===== config.mk =====
export PLATFORM = sky130hd
export DESIGN_NAME = mmio_periph_top
export DESIGN_NICKNAME = d
export VERILOG_FILES = /design/src/rtl/mmio_plat_pkg.sv /design/src/rtl/mmio_addr_decode.sv /design/src/rtl/mmio_mtimer.sv /design/src/rtl/mmio_uart_tx.sv /design/src/rtl/mmio_periph_top.sv
export SDC_FILE = /design/constraint.sdc
export NUM_CORES = 1
export LEC_CHECK = 0
export CAP_MARGIN = 20
export CELL_PAD_IN_SITES_DETAIL_PLACEMENT = 0
export CELL_PAD_IN_SITES_GLOBAL_PLACEMENT = 1
export CORE_MARGIN = 2
export CORE_UTILIZATION = 50
export CTS_BUF_LIST = sky130_fd_sc_hd__clkbuf_4 sky130_fd_sc_hd__clkbuf_8
export CTS_CLUSTER_SIZE = 14
export DETAILED_ROUTE_END_ITERATION = 10
export DONT_BUFFER_PORTS = 1
export PLACE_DENSITY = 0.94
export SYNTH_ARGS = -nofsm -noshare
export SYNTH_HDL_FRONTEND = slang
export SYNTH_SLANG_ARGS = --single-unit

===== constraint.sdc =====
create_clock -name clk -period 2.3 [get_ports clk]
set_clock_uncertainty 0.05 [all_clocks]
set_input_delay 0.23 -clock clk [delete_from_list [all_inputs] [get_ports clk]]
set_output_delay 0.23 -clock clk [all_outputs]
set_load 0.05 [all_outputs]

===== src/rtl/mmio_plat_pkg.sv =====
`timescale 1ns/1ps
// Package: shared register selector type for the peripheral register block.
// Assumes one request per cycle; the selector names exactly one register or none.
package mmio_plat_pkg;

    typedef enum logic [2:0] {
        SEL_NONE  = 3'd0,
        SEL_MTIME = 3'd1,
        SEL_MTCMP = 3'd2,
        SEL_USTAT = 3'd3,
        SEL_UDATA = 3'd4
    } reg_sel_e;

endpackage


===== src/rtl/mmio_addr_decode.sv =====
`timescale 1ns/1ps
// Module: mmio_addr_decode
// Maps a byte address onto one of the four registers. It requires an exact
// match of the window tag in the top address bits and of the full offset below
// them. Everything else, misaligned addresses included, yields SEL_NONE.
// Assumes: the offsets are distinct and fit in ADDR_W-WIN_W bits.
module mmio_addr_decode
    import mmio_plat_pkg::*;
#(
    parameter int ADDR_W = 32,
    parameter int WIN_W  = 8,
    parameter logic [WIN_W-1:0]        WIN_TAG   = 8'h10,
    parameter logic [ADDR_W-WIN_W-1:0] OFF_MTIME = 24'h00_0000,
    parameter logic [ADDR_W-WIN_W-1:0] OFF_MTCMP = 24'h00_0004,
    parameter logic [ADDR_W-WIN_W-1:0] OFF_USTAT = 24'h00_1000,
    parameter logic [ADDR_W-WIN_W-1:0] OFF_UDATA = 24'h00_1004
) (
    input  logic [ADDR_W-1:0] addr,
    output reg_sel_e          sel
);
    localparam int OFF_W = ADDR_W - WIN_W;

    logic             win_hit;
    logic [OFF_W-1:0] offset;

    // Split the address into window tag check and in-window offset.
    always_comb begin
        win_hit = (addr[ADDR_W-1 -: WIN_W] == WIN_TAG);
        offset  = addr[OFF_W-1:0];
    end

    // Select the register whose offset matches exactly.
    always_comb begin
        sel = SEL_NONE;
        if (win_hit) begin
            if (offset == OFF_MTIME)      sel = SEL_MTIME;
            else if (offset == OFF_MTCMP) sel = SEL_MTCMP;
            else if (offset == OFF_USTAT) sel = SEL_USTAT;
            else if (offset == OFF_UDATA) sel = SEL_UDATA;
        end
    end

endmodule


===== src/rtl/mmio_mtimer.sv =====
`timescale 1ns/1ps
// Module: mmio_mtimer
// Free-running time counter plus compare register, each writable with byte
// strobes. An effective time write replaces the increment for that cycle. The
// pending level is an unsigned time >= compare taken from the registers.
// Assumes: TW is a multiple of 8; wr_time/wr_cmp are only raised with a
// nonzero strobe.
module mmio_mtimer #(
    parameter int TW = 32,
    parameter int SW = TW / 8
) (
    input  logic          clk,
    input  logic          rst_n,
    input  logic          wr_time,
    input  logic          wr_cmp,
    input  logic [TW-1:0] wdata,
    input  logic [SW-1:0] wstrb,
    output logic [TW-1:0] mtime,
    output logic [TW-1:0] mtimecmp,
    output logic          irq
);
    logic [TW-1:0] time_merge;
    logic [TW-1:0] cmp_merge;

    // Per-byte merge of store data over the current register contents.
    for (genvar b = 0; b < SW; b++) begin : g_merge
        assign time_merge[b*8 +: 8] = wstrb[b] ? wdata[b*8 +: 8] : mtime[b*8 +: 8];
        assign cmp_merge[b*8 +: 8]  = wstrb[b] ? wdata[b*8 +: 8] : mtimecmp[b*8 +: 8];
    end

    // Time counter: reset to zero, store wins over increment.
    always_ff @(posedge clk) begin
        if (!rst_n)       mtime <= '0;
        else if (wr_time) mtime <= time_merge;
        else              mtime <= mtime + 1'b1;
    end

    // Compare register: reset to all ones so nothing is pending after reset.
    always_ff @(posedge clk) begin
        if (!rst_n)      mtimecmp <= '1;
        else if (wr_cmp) mtimecmp <= cmp_merge;
    end

    // Pending level from the registered values.
    always_comb irq = (mtime >= mtimecmp);

    // without a store the counter advances by exactly one.
    a_r2_mtime_step: assert property (@(posedge clk) disable iff (!rst_n)
        !wr_time |=> mtime == $past(mtime) + 1'b1);

    // pending stays up while neither register is stored and no wrap occurs.
    a_r4_irq_hold: assert property (@(posedge clk) disable iff (!rst_n)
        (irq && !wr_time && !wr_cmp && mtime != '1) |=> irq);

    // first cycle out of reset shows the reset values and no pending.
    a_r9_reset_state: assert property (@(posedge clk) disable iff (!rst_n)
        !$past(rst_n) |-> (mtime == '0 && mtimecmp == '1 && !irq));

endmodule


===== src/rtl/mmio_uart_tx.sv =====
`timescale 1ns/1ps
// Module: mmio_uart_tx
// Captures a byte on each data store and raises a one-cycle valid pulse.
// Reports idle (transmitter ready) whenever no pulse is being presented.
// Assumes: the consumer takes the byte in the pulse cycle; no queueing.
module mmio_uart_tx #(
    parameter int BW = 8
) (
    input  logic          clk,
    input  logic          rst_n,
    input  logic          wr_data,
    input  logic [BW-1:0] wbyte,
    output logic [BW-1:0] tx_byte,
    output logic          tx_valid,
    output logic          tx_idle
);
    // Byte holding register: cleared by reset, loaded on each data store.
    always_ff @(posedge clk) begin
        if (!rst_n)       tx_byte <= '0;
        else if (wr_data) tx_byte <= wbyte;
    end

    // Valid pulse: high for the single cycle after each accepted data store.
    always_ff @(posedge clk) begin
        if (!rst_n) tx_valid <= 1'b0;
        else        tx_valid <= wr_data;
    end

    // Ready indication for the status register.
    always_comb tx_idle = !tx_valid;

    // a pulse never lasts past one cycle unless a new store arrived.
    a_r5_single_pulse: assert property (@(posedge clk) disable iff (!rst_n)
        tx_valid |=> (!tx_valid || $past(wr_data)));

    // the byte only changes when a pulse accompanies it.
    a_r5_byte_with_pulse: assert property (@(posedge clk) disable iff (!rst_n)
        !tx_valid |-> $stable(tx_byte) || !$past(rst_n));

endmodule


===== src/rtl/mmio_periph_top.sv =====
`timescale 1ns/1ps
// Module: mmio_periph_top
// Peripheral register block for the 0x10xx_xxxx window: time, compare,
// transmit status and transmit data. Each request is accepted in its cycle;
// stores take effect at that edge, and the response (read data or zero) is
// registered and presented one cycle later.
// Assumes: at most one request per cycle, DATA_W a multiple of 8, TX_W <= 8
// so strobe bit 0 covers the whole byte.
module mmio_periph_top
    import mmio_plat_pkg::*;
#(
    parameter int ADDR_W = 32,
    parameter int DATA_W = 32,
    parameter int TX_W   = 8,
    parameter int WIN_W  = 8
) (
    input  logic                clk,
    input  logic                rst_n,
    input  logic                req_valid,
    input  logic                req_write,
    input  logic [ADDR_W-1:0]   req_addr,
    input  logic [DATA_W-1:0]   req_wdata,
    input  logic [DATA_W/8-1:0] req_wstrb,
    output logic                rsp_ready,
    output logic [DATA_W-1:0]   rsp_rdata,
    output logic                timer_irq,
    output logic [TX_W-1:0]     tx_byte,
    output logic                tx_valid
);
    localparam int SW = DATA_W / 8;

    reg_sel_e          sel;
    logic              do_write;
    logic              do_read;
    logic              wr_time;
    logic              wr_cmp;
    logic              wr_data;
    logic              tx_idle;
    logic [DATA_W-1:0] mtime;
    logic [DATA_W-1:0] mtimecmp;
    logic [DATA_W-1:0] rd_word;

    mmio_addr_decode #(
        .ADDR_W (ADDR_W),
        .WIN_W  (WIN_W)
    ) u_decode (
        .addr (req_addr),
        .sel  (sel)
    );

    // Qualify the request into per-register write strobes.
    always_comb begin
        do_write = req_valid && req_write;
        do_read  = req_valid && !req_write;
        wr_time  = do_write && (sel == SEL_MTIME) && (|req_wstrb);
        wr_cmp   = do_write && (sel == SEL_MTCMP) && (|req_wstrb);
        wr_data  = do_write && (sel == SEL_UDATA) && req_wstrb[0];
    end

    mmio_mtimer #(
        .TW (DATA_W),
        .SW (SW)
    ) u_timer (
        .clk      (clk),
        .rst_n    (rst_n),
        .wr_time  (wr_time),
        .wr_cmp   (wr_cmp),
        .wdata    (req_wdata),
        .wstrb    (req_wstrb),
        .mtime    (mtime),
        .mtimecmp (mtimecmp),
        .irq      (timer_irq)
    );

    mmio_uart_tx #(
        .BW (TX_W)
    ) u_tx (
        .clk      (clk),
        .rst_n    (rst_n),
        .wr_data  (wr_data),
        .wbyte    (req_wdata[TX_W-1:0]),
        .tx_byte  (tx_byte),
        .tx_valid (tx_valid),
        .tx_idle  (tx_idle)
    );

    // Read multiplexer over the register values before the accepting edge.
    always_comb begin
        case (sel)
            SEL_MTIME: rd_word = mtime;
            SEL_MTCMP: rd_word = mtimecmp;
            SEL_USTAT: rd_word = {{(DATA_W-1){1'b0}}, tx_idle};
            SEL_UDATA: rd_word = {{(DATA_W-TX_W){1'b0}}, tx_byte};
            default:   rd_word = '0;
        endcase
    end

    // Response register: one cycle after each request, zero data otherwise.
    always_ff @(posedge clk) begin
        if (!rst_n) begin
            rsp_ready <= 1'b0;
            rsp_rdata <= '0;
        end else begin
            rsp_ready <= req_valid;
            rsp_rdata <= do_read ? rd_word : '0;
        end
    end

    // every accepted request is answered in the next cycle.
    a_r8_ready_follows: assert property (@(posedge clk) disable iff (!rst_n)
        req_valid |=> rsp_ready);

    // no request means a quiet response in the next cycle.
    a_r8_idle_quiet: assert property (@(posedge clk) disable iff (!rst_n)
        !req_valid |=> (!rsp_ready && rsp_rdata == '0));

    // status answers carry nothing above bit 0.
    a_r6_status_upper_zero: assert property (@(posedge clk) disable iff (!rst_n)
        (do_read && sel == SEL_USTAT) |=> rsp_rdata[DATA_W-1:1] == '0);

    // unmapped reads answer zero.
    a_r7_unmapped_zero: assert property (@(posedge clk) disable iff (!rst_n)
        (do_read && sel == SEL_NONE) |=> rsp_rdata == '0);

    // unmapped stores leave the compare register and byte untouched.
    a_r7_unmapped_keep: assert property (@(posedge clk) disable iff (!rst_n)
        (do_write && sel == SEL_NONE) |=> ($stable(mtimecmp) && $stable(tx_byte)));

endmodule


==> flow_summary.yaml, run 1 <==
outcome:
  outcome: "finished with violations"
  violations: "setup timing"
timing:
  relSlewSlack_pct: 61.9
  timing.final.crit_share_pct: 117
  finalCriticalPeriod_ns: 2.69
  tightestPinTransition_ns: 0.571
  rsz0062_at_grt: "true"
  maxSlewViolCount: 0
  setup_viol: 1
  finalHoldViolCount: 0
  finalWorstSetupSlack_ns: -0.391
  max_freq_mhz: 372
worst_setup_path:
  end_kind: "output port"
  crit_type: "reg2out"
  crit_fanout: 2
  r2r_start: "u_timer.mtime[0]$_SDFFE_PN0P_"
  cp-startpoint: "u_timer.mtimecmp[4]$_SDFFE_PN1P_"
  cp_data_required_time_ns: 2.02
  cp_data_arrival_time_ns: 2.41
  cp-start-kind: "flop"
die:
  io_pins: 115
  coreArea_um2: 10700
  dieHeight_um: 108
  start_util_pct: 50.6
  rows: 38
  die_w_um: 108
  die-area_um2: 11700
placed_design:
  portBuffers: 0
  place_inst: 752
  dp_hpwl_um: 10400
  placed_area_um2: 5830
  place.gp.congestion: 0.933
layout:
  layout.cells.non_filler: 805
  fin_util_pct: 60.2
  fin_area_um2: 6470
  area_delta_synth_final_pct: 18.9
  layout-drive-gt1-share_pct: 13.8
  nFillCells: 957
  fin_nets: 765
  multi_input_area_um2: 3100
  seqCellArea_um2: 2130
  antenna_cells: 0
power_and_ir_drop:
  pwr-share-clk_pct: 36.5
  p_int_mw: 2.42
  powerDensity_nw_per_um2: 489
  p_sw_mw: 0.739
  power_mw: 3.16
  vdd_ir_drop_max_mv: 0.309
  switching_share_pct: 23.4
  p_leak_nw: 2.95
  p_seq_share_pct: 58.5
  p_comb_share_pct: 5.0
detailed_routing:
  dr_total_vias: 4895
  drt_first_pass_iters: 7
  wl_um: 14900
  drt_first_iter_violations: 357
  ant_nets: 0
  drc_errors: 0
  post_drt_via_cell_ratio: 6.08
  routedWlPerCell_um: 18.5
min_path:
  hold_class: "in2reg"
  hold_path_startpoint: "req_write"
clock_tree:
  clkSlewWorstSetupHoldPaths_ns: 0.10
  clk_latency_ns: 0.38
  cts.sinks: 106
  cts_made_buffers: 9
  cts_tree: "done"
  root_buffer: "clkbuf_8"
  htreeDepth: 3
  cts_max_path_buffers: 2
global_route:
  grt_pass1_wl_um: 24100
  antenna_found_initial: 0
  track_usage_pct: 26.0
  grt_pass1_vias: 4891
  grt_max_degree: 50
  gr-total-overflow: 0
yosys:
  synth-seq-cells: 106
  synth_compound_area_share_pct: 17.3
  yosysSeqAreaShare_pct: 39.0
  postSynth.asyncResetShare_pct: 0
  synthMostInstantiatedCell: "dfxtp_1"
  synth_adder_area_share_pct: 7.59
  syn-instance-count: 601
  ys_warn_count: 0
  synthSimpleGateAreaFrac_pct: 21.5
  synth_common_cells: "106 x dfxtp_1, 62 x nor2_1, 47 x mux2i_1"
  synthesis.nets: 706
  yosysTopAreaCellShare_pct: 39.0
  synth_edf_count: 0
  ys.flop_type: "dfxtp_1"
  synth_area_leader_cell: "dfxtp_1"
  synth.area.top_cells: "dfxtp_1 39%, mux2i_1 8.6%, ha_1 7.6%"
  synth_cell_types: 60
  syn_avg_cell_area_um2: 9.05
  syn_area_um2: 5440
  synthMuxAreaShare_pct: 9.27
  synth_top_family_by_area: "simple AND/OR/NAND/NOR gates"
  synth_xor_area_share_pct: 0
flow_run:
  maxCapViolCount: 0
## cell type report
type                    instances  area share [%]
multi-input cells             421            47.9
flip-flops and latches        106            32.9
repair buffers                 78            10.9
well taps                     140            2.71
inverters                      44            2.55
clock buffers                   9            1.92
clock inverters                 7            1.04
## power groups by stage
| stage | Sequential (mW) | Combinational, mW | Clock [mW] |
|---|---|---|---|
| final | 1.85 | 0.159 | 1.16 |
| after global routing | 1.85 | 0.171 | 1.25 |
| after CTS | 1.85 | 0.155 | 1.18 |
| after detailed placement | 1.89 | 0.0789 | 0 |
| after global placement | 1.89 | 0.0776 | 0 |
| after floorplan | 1.89 | 0.0763 | 0 |
## through the flow
stage          hold WS (ns)  setup TNS [ns]  setup WS, ns
2_1_floorplan         0.305               0        0.0335
3_3_place_gp          0.246          -0.142        -0.142
3_5_place_dp          0.250          -0.200        -0.172
4_1_cts             0.00275          -0.391        -0.391
5_1_grt              0.0202          -0.485        -0.480
6_report             0.0170          -0.391        -0.391
## what timing repair did
| action | CTS | global route |
|---|---|---|
| resized for setup | 11 | 6 |
| endpoints found under the setup margin | 5 | 11 |
| pin swaps | 6 | 4 |
| setup buffers | 1 | 1 |
| hold buffers | 35 | 0 |
| hold endpoints to repair | 69 | 0 |
## per-layer routing
metal | GRT usage (%) | part of all wire [%] | vias up
li1 | - | - | 2345
met1 | 32.7 | 42 | 2354
met2 | 44.6 | 50 | 164
met3 | 5.00 | 6.3 | 32
met4 | 9.07 | 2.0 | 0
met5 | 0 | 0 | -
## state kept, by name, summed over array words and instances, names as in the netlist
signal,flops
rsp_rdata,32
u_tx.tx_valid,1
u_timer.mtimecmp,32
u_tx.tx_byte,8
rsp_ready,1
u_timer.mtime,32
## worst max-delay path, cell delays in order, from the launching register on
cell	delay (ns)
dfxtp_2	0.35
inv_2	0.05
ha_4	0.21
a21o_1	0.18
a2111oi_4	0.28
o21ai_1	0.13
a221o_1	0.36
o21ai_2	0.16
nand3_2	0.13
buf_12	0.19
## logic make-up after synthesis
logic type,Yosys count
buffers and inverters,74
and+or+nand+nor,210
adders and majority gates,33
DFF,106
AOI/OAI and AO/OA,129
muxes,49
## worst paths after layout
kind / end / slack (ns) / depth (start not counted)
worst min register to register: u_timer.mtimecmp[20]$_SDFFE_PN1P_ / 0.46 / 2
worst max-delay path: timer_irq / -0.39 / 9
worst max register to register: u_timer.mtime[26]$_SDFFE_PN0P_ / 0.05 / 7
worst min-delay path: u_tx.tx_valid$_SDFF_PN0_ / 0.02 / 2
## placed cells by master (no fill, tap or decap), types with 6 or more instances in the layout
cell type / netlist / layout
dlygate4sd3_1: 0 / 34
clkbuf_8: 0 / 9
a22oi_1: 25 / 25
nor4_1: 13 / 13
nor3_1: 9 / 9
inv_1: 43 / 42
a21oi_1: 25 / 25
ha_1: 33 / 31
mux2i_1: 47 / 47
nor2_1: 62 / 62
a211oi_1: 19 / 18
dfxtp_1: 106 / 100
nand2_1: 43 / 43
nand4_1: 13 / 13
nand3b_1: 7 / 7
nand3_1: 12 / 11
and3_1: 13 / 12
o21ai_0: 15 / 13
dfxtp_2: 0 / 6
buf_4: 0 / 41
No activity file was read; power rests on OpenSTA's default activity.
==> inputs of run 2 (changes only) <==
CORE_UTILIZATION = 53   (was 50)
PLACE_DENSITY = 0.95   (was 0.94)
clock period = 3.2 ns   (was 2.3 ns; I/O delays follow)
==> run 2 against run 1 <==
Effect of this change:
- the run now ends clean
- routed wire length fell by 2.0%
- hold slack got worse by 0.0022 ns
- sequential share of layout area grew 2.3 points
- via count is 3.9% lower
- design area down 6.8%
- combinational power shrank 43%
- register-to-register slack gained 0.56 ns
- critical path depth is the same
- first-iteration DRC count decreased by 25%
- count of clock-buffer cells in the layout grew 5
- setup slack better by 0.52 ns
==> flow_summary.yaml, run 2 (synthesized netlist as in run 1, its figures left out) <==
clock_tree:
  cts_made_buffers: 9
  root_buffer: "clkbuf_8"
  clk_latency_ns: 0.39
  cts_max_path_buffers: 2
  cts_tree: "done"
  clkSlewWorstSetupHoldPaths_ns: 0.09
  cts.sinks: 106
  htreeDepth: 3
global_route:
  gr-total-overflow: 0
  track_usage_pct: 26.6
  grt_pass1_wl_um: 23400
  grt_pass1_vias: 4574
  grt_max_degree: 34
  antenna_found_initial: 0
timing:
  max_freq_mhz: 325
  tns_ns: 0
  finalHoldViolCount: 0
  tightestPinTransition_ns: 0.781
  timing.final.crit_share_pct: 96.1
  finalWorstSetupSlack_ns: 0.124
  setup_viol: 0
  finalCriticalPeriod_ns: 3.08
  rsz0062_at_grt: "false"
  relSlewSlack_pct: 47.5
  maxSlewViolCount: 0
  hold_ws_ns: 0.0148
die:
  io_pins: 115
  die-area_um2: 11100
  die_w_um: 105
  dieHeight_um: 105
  rows: 36
  coreArea_um2: 9860
  start_util_pct: 55.2
worst_setup_path:
  cp_data_arrival_time_ns: 2.71
  r2r_start: "u_timer.mtime[0]$_SDFFE_PN0P_"
  worst-path-buf-inv: 2
  cp-start-kind: "flop"
  cp_slowest_cell: "a2111oi_1"
  crit_type: "reg2out"
  end_kind: "output port"
  critPathMaxStageDelay_ns: 0.40
  crit_fanout: 3
  cpMostUsedCell: "o21ai_1"
  cp_data_required_time_ns: 2.83
  cp-startpoint: "u_timer.mtimecmp[4]$_SDFFE_PN1P_"
  cp_cell_sequence: "inv_1 -> ha_1 -> a21o_1 -> a2111oi_1 -> o21ai_1 -> a221o_1 -> o21ai_1 -> nand3_1 -> buf_4"
  critical_path.top_delay_family: "compound AO/OA/AOI/OAI gates"
layout:
  antenna_cells: 0
  fin_util_pct: 61.1
  final_cell_mix: "105 x dfxtp_1, 62 x nor2_1, 47 x mux2i_1"
  layout_commonest_cell: "dfxtp_1"
  fin_area_um2: 6030
  layout-drive-gt1-share_pct: 7.40
  fin_nets: 722
  reg_top3: "rsp_rdata: 32 flops, u_timer.mtime: 32 flops, u_timer.mtimecmp: 32 flops"
  area_delta_synth_final_pct: 10.8
detailed_routing:
  post_drt_via_cell_ratio: 6.23
  drt_first_iter_violations: 269
  drt_first_pass_iters: 5
  dr_total_vias: 4703
  drc_errors: 0
  ant_nets: 0
  routedWlPerCell_um: 19.3
  wl_um: 14600
placed_design:
  dp_hpwl_um: 10200
  place.gp.congestion: 0.870
  placed_area_um2: 5560
  place_ws_ns: 0.409
  portBuffers: 0
outcome:
  outcome: "finished clean"
power_and_ir_drop:
  p_int_mw: 1.80
  switching_share_pct: 21.9
  powerDensity_nw_per_um2: 382
  pwr-share-clk_pct: 38.4
  vdd_ir_drop_max_mv: 0.352
  p_comb_share_pct: 3.9
  p_seq_share_pct: 57.7
  p_leak_nw: 2.75
  p_sw_mw: 0.504
min_path:
  hold_path_startpoint: "req_wdata[13]"
  hold_class: "in2reg"
flow_run:
  maxCapViolCount: 0
-- run 2: cell count changes in the layout (fill, tap and decap cells not counted), sizes merged --
cell,delta
buf,-33
dlygate4sd3,-10
clkinv,-4
clkbuf,+5
inv,-1
-- run 2: final timing paths --
kind / slack (ns) / end / depth (start not counted)
min: 0.01 / u_timer.mtimecmp[13]$_SDFFE_PN1P_ / 2
max reg2reg: 0.61 / u_timer.mtime[30]$_SDFFE_PN0P_ / 6
min reg2reg: 0.46 / u_timer.mtimecmp[7]$_SDFFE_PN1P_ / 2
max: 0.12 / timer_irq / 9
-- run 2: area by class of cell --
cell class	count	area, um2
clock buffer	14	174
clock inverter	2	35.0
fill	837	3830
inverter	44	165
multi-input combinational	421	3030
sequential	106	2120
tap	133	166
timing repair buffer	35	335
-- run 2: routing by layer --
layer	up-vias	wire length (um)	GRT usage (%)
li1	2247	-	-
met1	2271	6140	32.4
met2	161	7220	45.3
met3	24	1000	7.67
met4	0	250	8.19
met5	-	0	0
-- run 2: worst reg2reg max path: stages (launching register included) --
cell,delay (ns)
dfxtp_1,0.43
ha_1,0.23
and3_1,0.25
nand4_1,0.40
nor4_2,0.80
a32oi_1,0.21
a21oi_1,0.16
-- run 2: power groups by stage --
| stage | Clock [mW] | Sequential, mW | Combinational [mW] |
|---|---|---|---|
| detailed placement | 0 | 1.36 | 0.0551 |
| floorplan | 0 | 1.36 | 0.0548 |
| global route | 0.948 | 1.33 | 0.0971 |
| global placement | 0 | 1.36 | 0.0538 |
| CTS | 0.897 | 1.33 | 0.0860 |
| finish | 0.884 | 1.33 | 0.0902 |
-- run 2: metrics by stage --
stage / power [mW] / instances
after floorplan: 1.41 / 601
after global placement: 1.41 / 714
after detailed placement: 1.41 / 714
after CTS: 2.31 / 752
after global routing: 2.37 / 755
final: 2.30 / 755
-- run 2: timing repair --
item                       in CTS  in global routing
setup buffers                   0                  0
setup endpoints to repair       1                  1
hold endpoints to repair       33                  4
hold buffers                   22                  3
resized for setup               1                  3
==> inputs of run 3 (changes only) <==
CORE_UTILIZATION = 51   (was 53)
CTS_BUF_LIST = unset   (was sky130_fd_sc_hd__clkbuf_4 sky130_fd_sc_hd__clkbuf_8)
==> run 3 against run 2 <==
Effect of this change:
- cell count fell by 2.8%
- design area fell by 3.7%
- first-iteration DRC count shrank 0.37%
- sequential power about the same
- total power down 0.92%
- utilization shrank 4.9 points
==> flow_summary.yaml, run 3 (synthesized netlist as in run 1, its figures left out) <==
clock_tree:
  clkSlewWorstSetupHoldPaths_ns: 0.11
  cts_max_path_buffers: 2
  root_buffer: "clkbuf_8"
  cts.sinks: 106
  cts_tree: "done"
  cts_made_buffers: 9
  postCtsSetupBuffers: 0
  htreeDepth: 3
  clk_latency_ns: 0.37
power_and_ir_drop:
  power_mw: 2.28
  vdd_ir_drop_max_mv: 0.293
  powerDensity_nw_per_um2: 393
  p_leak_nw: 2.65
timing:
  max_freq_mhz: 323
  relSlewSlack_pct: 52.0
  setup_viol: 0
  hold_ws_ns: 0.0238
  finalHoldViolCount: 0
  finalWorstSetupSlack_ns: 0.105
  tightestPinTransition_ns: 0.715
  tns_ns: 0
  maxSlewViolCount: 0
  finalCriticalPeriod_ns: 3.10
  timing.final.crit_share_pct: 96.7
global_route:
  track_usage_pct: 25.0
  grt_pass1_vias: 4559
  gr-total-overflow: 0
  grt-busiest-layer: "met2"
  grt_max_degree: 33
  grt_use_met2_pct: 43.3
  grt_pass1_wl_um: 22700
  grtUsageMet3_pct: 5.51
  antenna_found_initial: 0
  use_met1_pct: 31.1
layout:
  antenna_cells: 0
  layout_commonest_cell: "dfxtp_1"
  nFillCells: 932
  final_cell_mix: "105 x dfxtp_1, 62 x nor2_1, 47 x mux2i_1"
  fin_area_um2: 5810
  multi_input_area_um2: 3040
  fin_nets: 699
  reg_top3: "rsp_rdata: 32 flops, u_timer.mtime: 32 flops, u_timer.mtimecmp: 32 flops"
  layout.cells.non_filler: 734
  seqCellArea_um2: 2120
  fin_util_pct: 56.2
  layout-drive-gt1-share_pct: 7.69
  area_delta_synth_final_pct: 6.69
detailed_routing:
  dr_total_vias: 4544
  drt_first_iter_violations: 268
  routedWlPerCell_um: 19.2
  drc_errors: 0
  post_drt_via_cell_ratio: 6.19
  drt_first_pass_iters: 5
  ant_nets: 0
  wl_um: 14100
worst_setup_path:
  end_kind: "output port"
  crit_type: "reg2out"
  cp_data_required_time_ns: 2.83
  crit_fanout: 3
  cp_data_arrival_time_ns: 2.73
  cp-start-kind: "flop"
die:
  coreArea_um2: 10300
  die_w_um: 107
  io_pins: 115
  rows: 37
  die-area_um2: 11500
  start_util_pct: 52.7
  dieHeight_um: 107
flow_run:
  maxCapViolCount: 0
placed_design:
  placed_area_um2: 5570
  place.gp.congestion: 0.872
  place_ws_ns: 0.400
  place_inst: 718
  dp_hpwl_um: 10200
  portBuffers: 0
min_path:
  hold_class: "in2reg"
outcome:
  outcome: "finished clean"
## run 3: path summary, 6_finish.rpt
check / start / slack, ns / cells after the start / end
hold / removal: req_wdata[3] / 0.02 / 2 / u_timer.mtimecmp[3]$_SDFFE_PN1P_
setup / recovery: u_timer.mtimecmp[4]$_SDFFE_PN1P_ / 0.10 / 9 / timer_irq
setup reg to reg: u_timer.mtime[0]$_SDFFE_PN0P_ / 0.60 / 6 / u_timer.mtime[24]$_SDFFE_PN0P_
hold reg to reg: u_timer.mtimecmp[14]$_SDFFE_PN1P_ / 0.47 / 2 / u_timer.mtimecmp[14]$_SDFFE_PN1P_
## run 3: area by class of cell
type,instances,area share (%)
clock buffers,10,2.20
clock inverters,5,1.38
inverters,44,2.84
multi-input cells,421,52.3
flip-flops and latches,106,36.6
well taps,136,2.93
repair buffers,12,1.77
## run 3: layer usage
metal,vias to the layer above,share of wire (%)
li1,2201,-
met1,2205,43
met2,126,50
met3,12,6.5
met4,0,1.0
met5,-,0
## run 3: power by group
part           internal [mW]  switching, mW
Clock                  0.436          0.453
Sequential              1.32        0.00705
Combinational         0.0288         0.0364
## run 3: repair_timing
item | 4_1_cts | 5_1_grt
gates resized for setup | 2 | 3
setup endpoints to repair | 1 | 1
endpoints found under the hold margin | 32 | 0
hold buffers | 1 | 0
## run 3: worst max-delay path: stages (launching register included)
cell	delay [ns]
dfxtp_1	0.37
inv_1	0.05
ha_1	0.29
a21o_1	0.20
a2111oi_2	0.40
o21ai_1	0.15
a221o_1	0.37
o21ai_1	0.17
nand3_1	0.13
buf_4	0.23
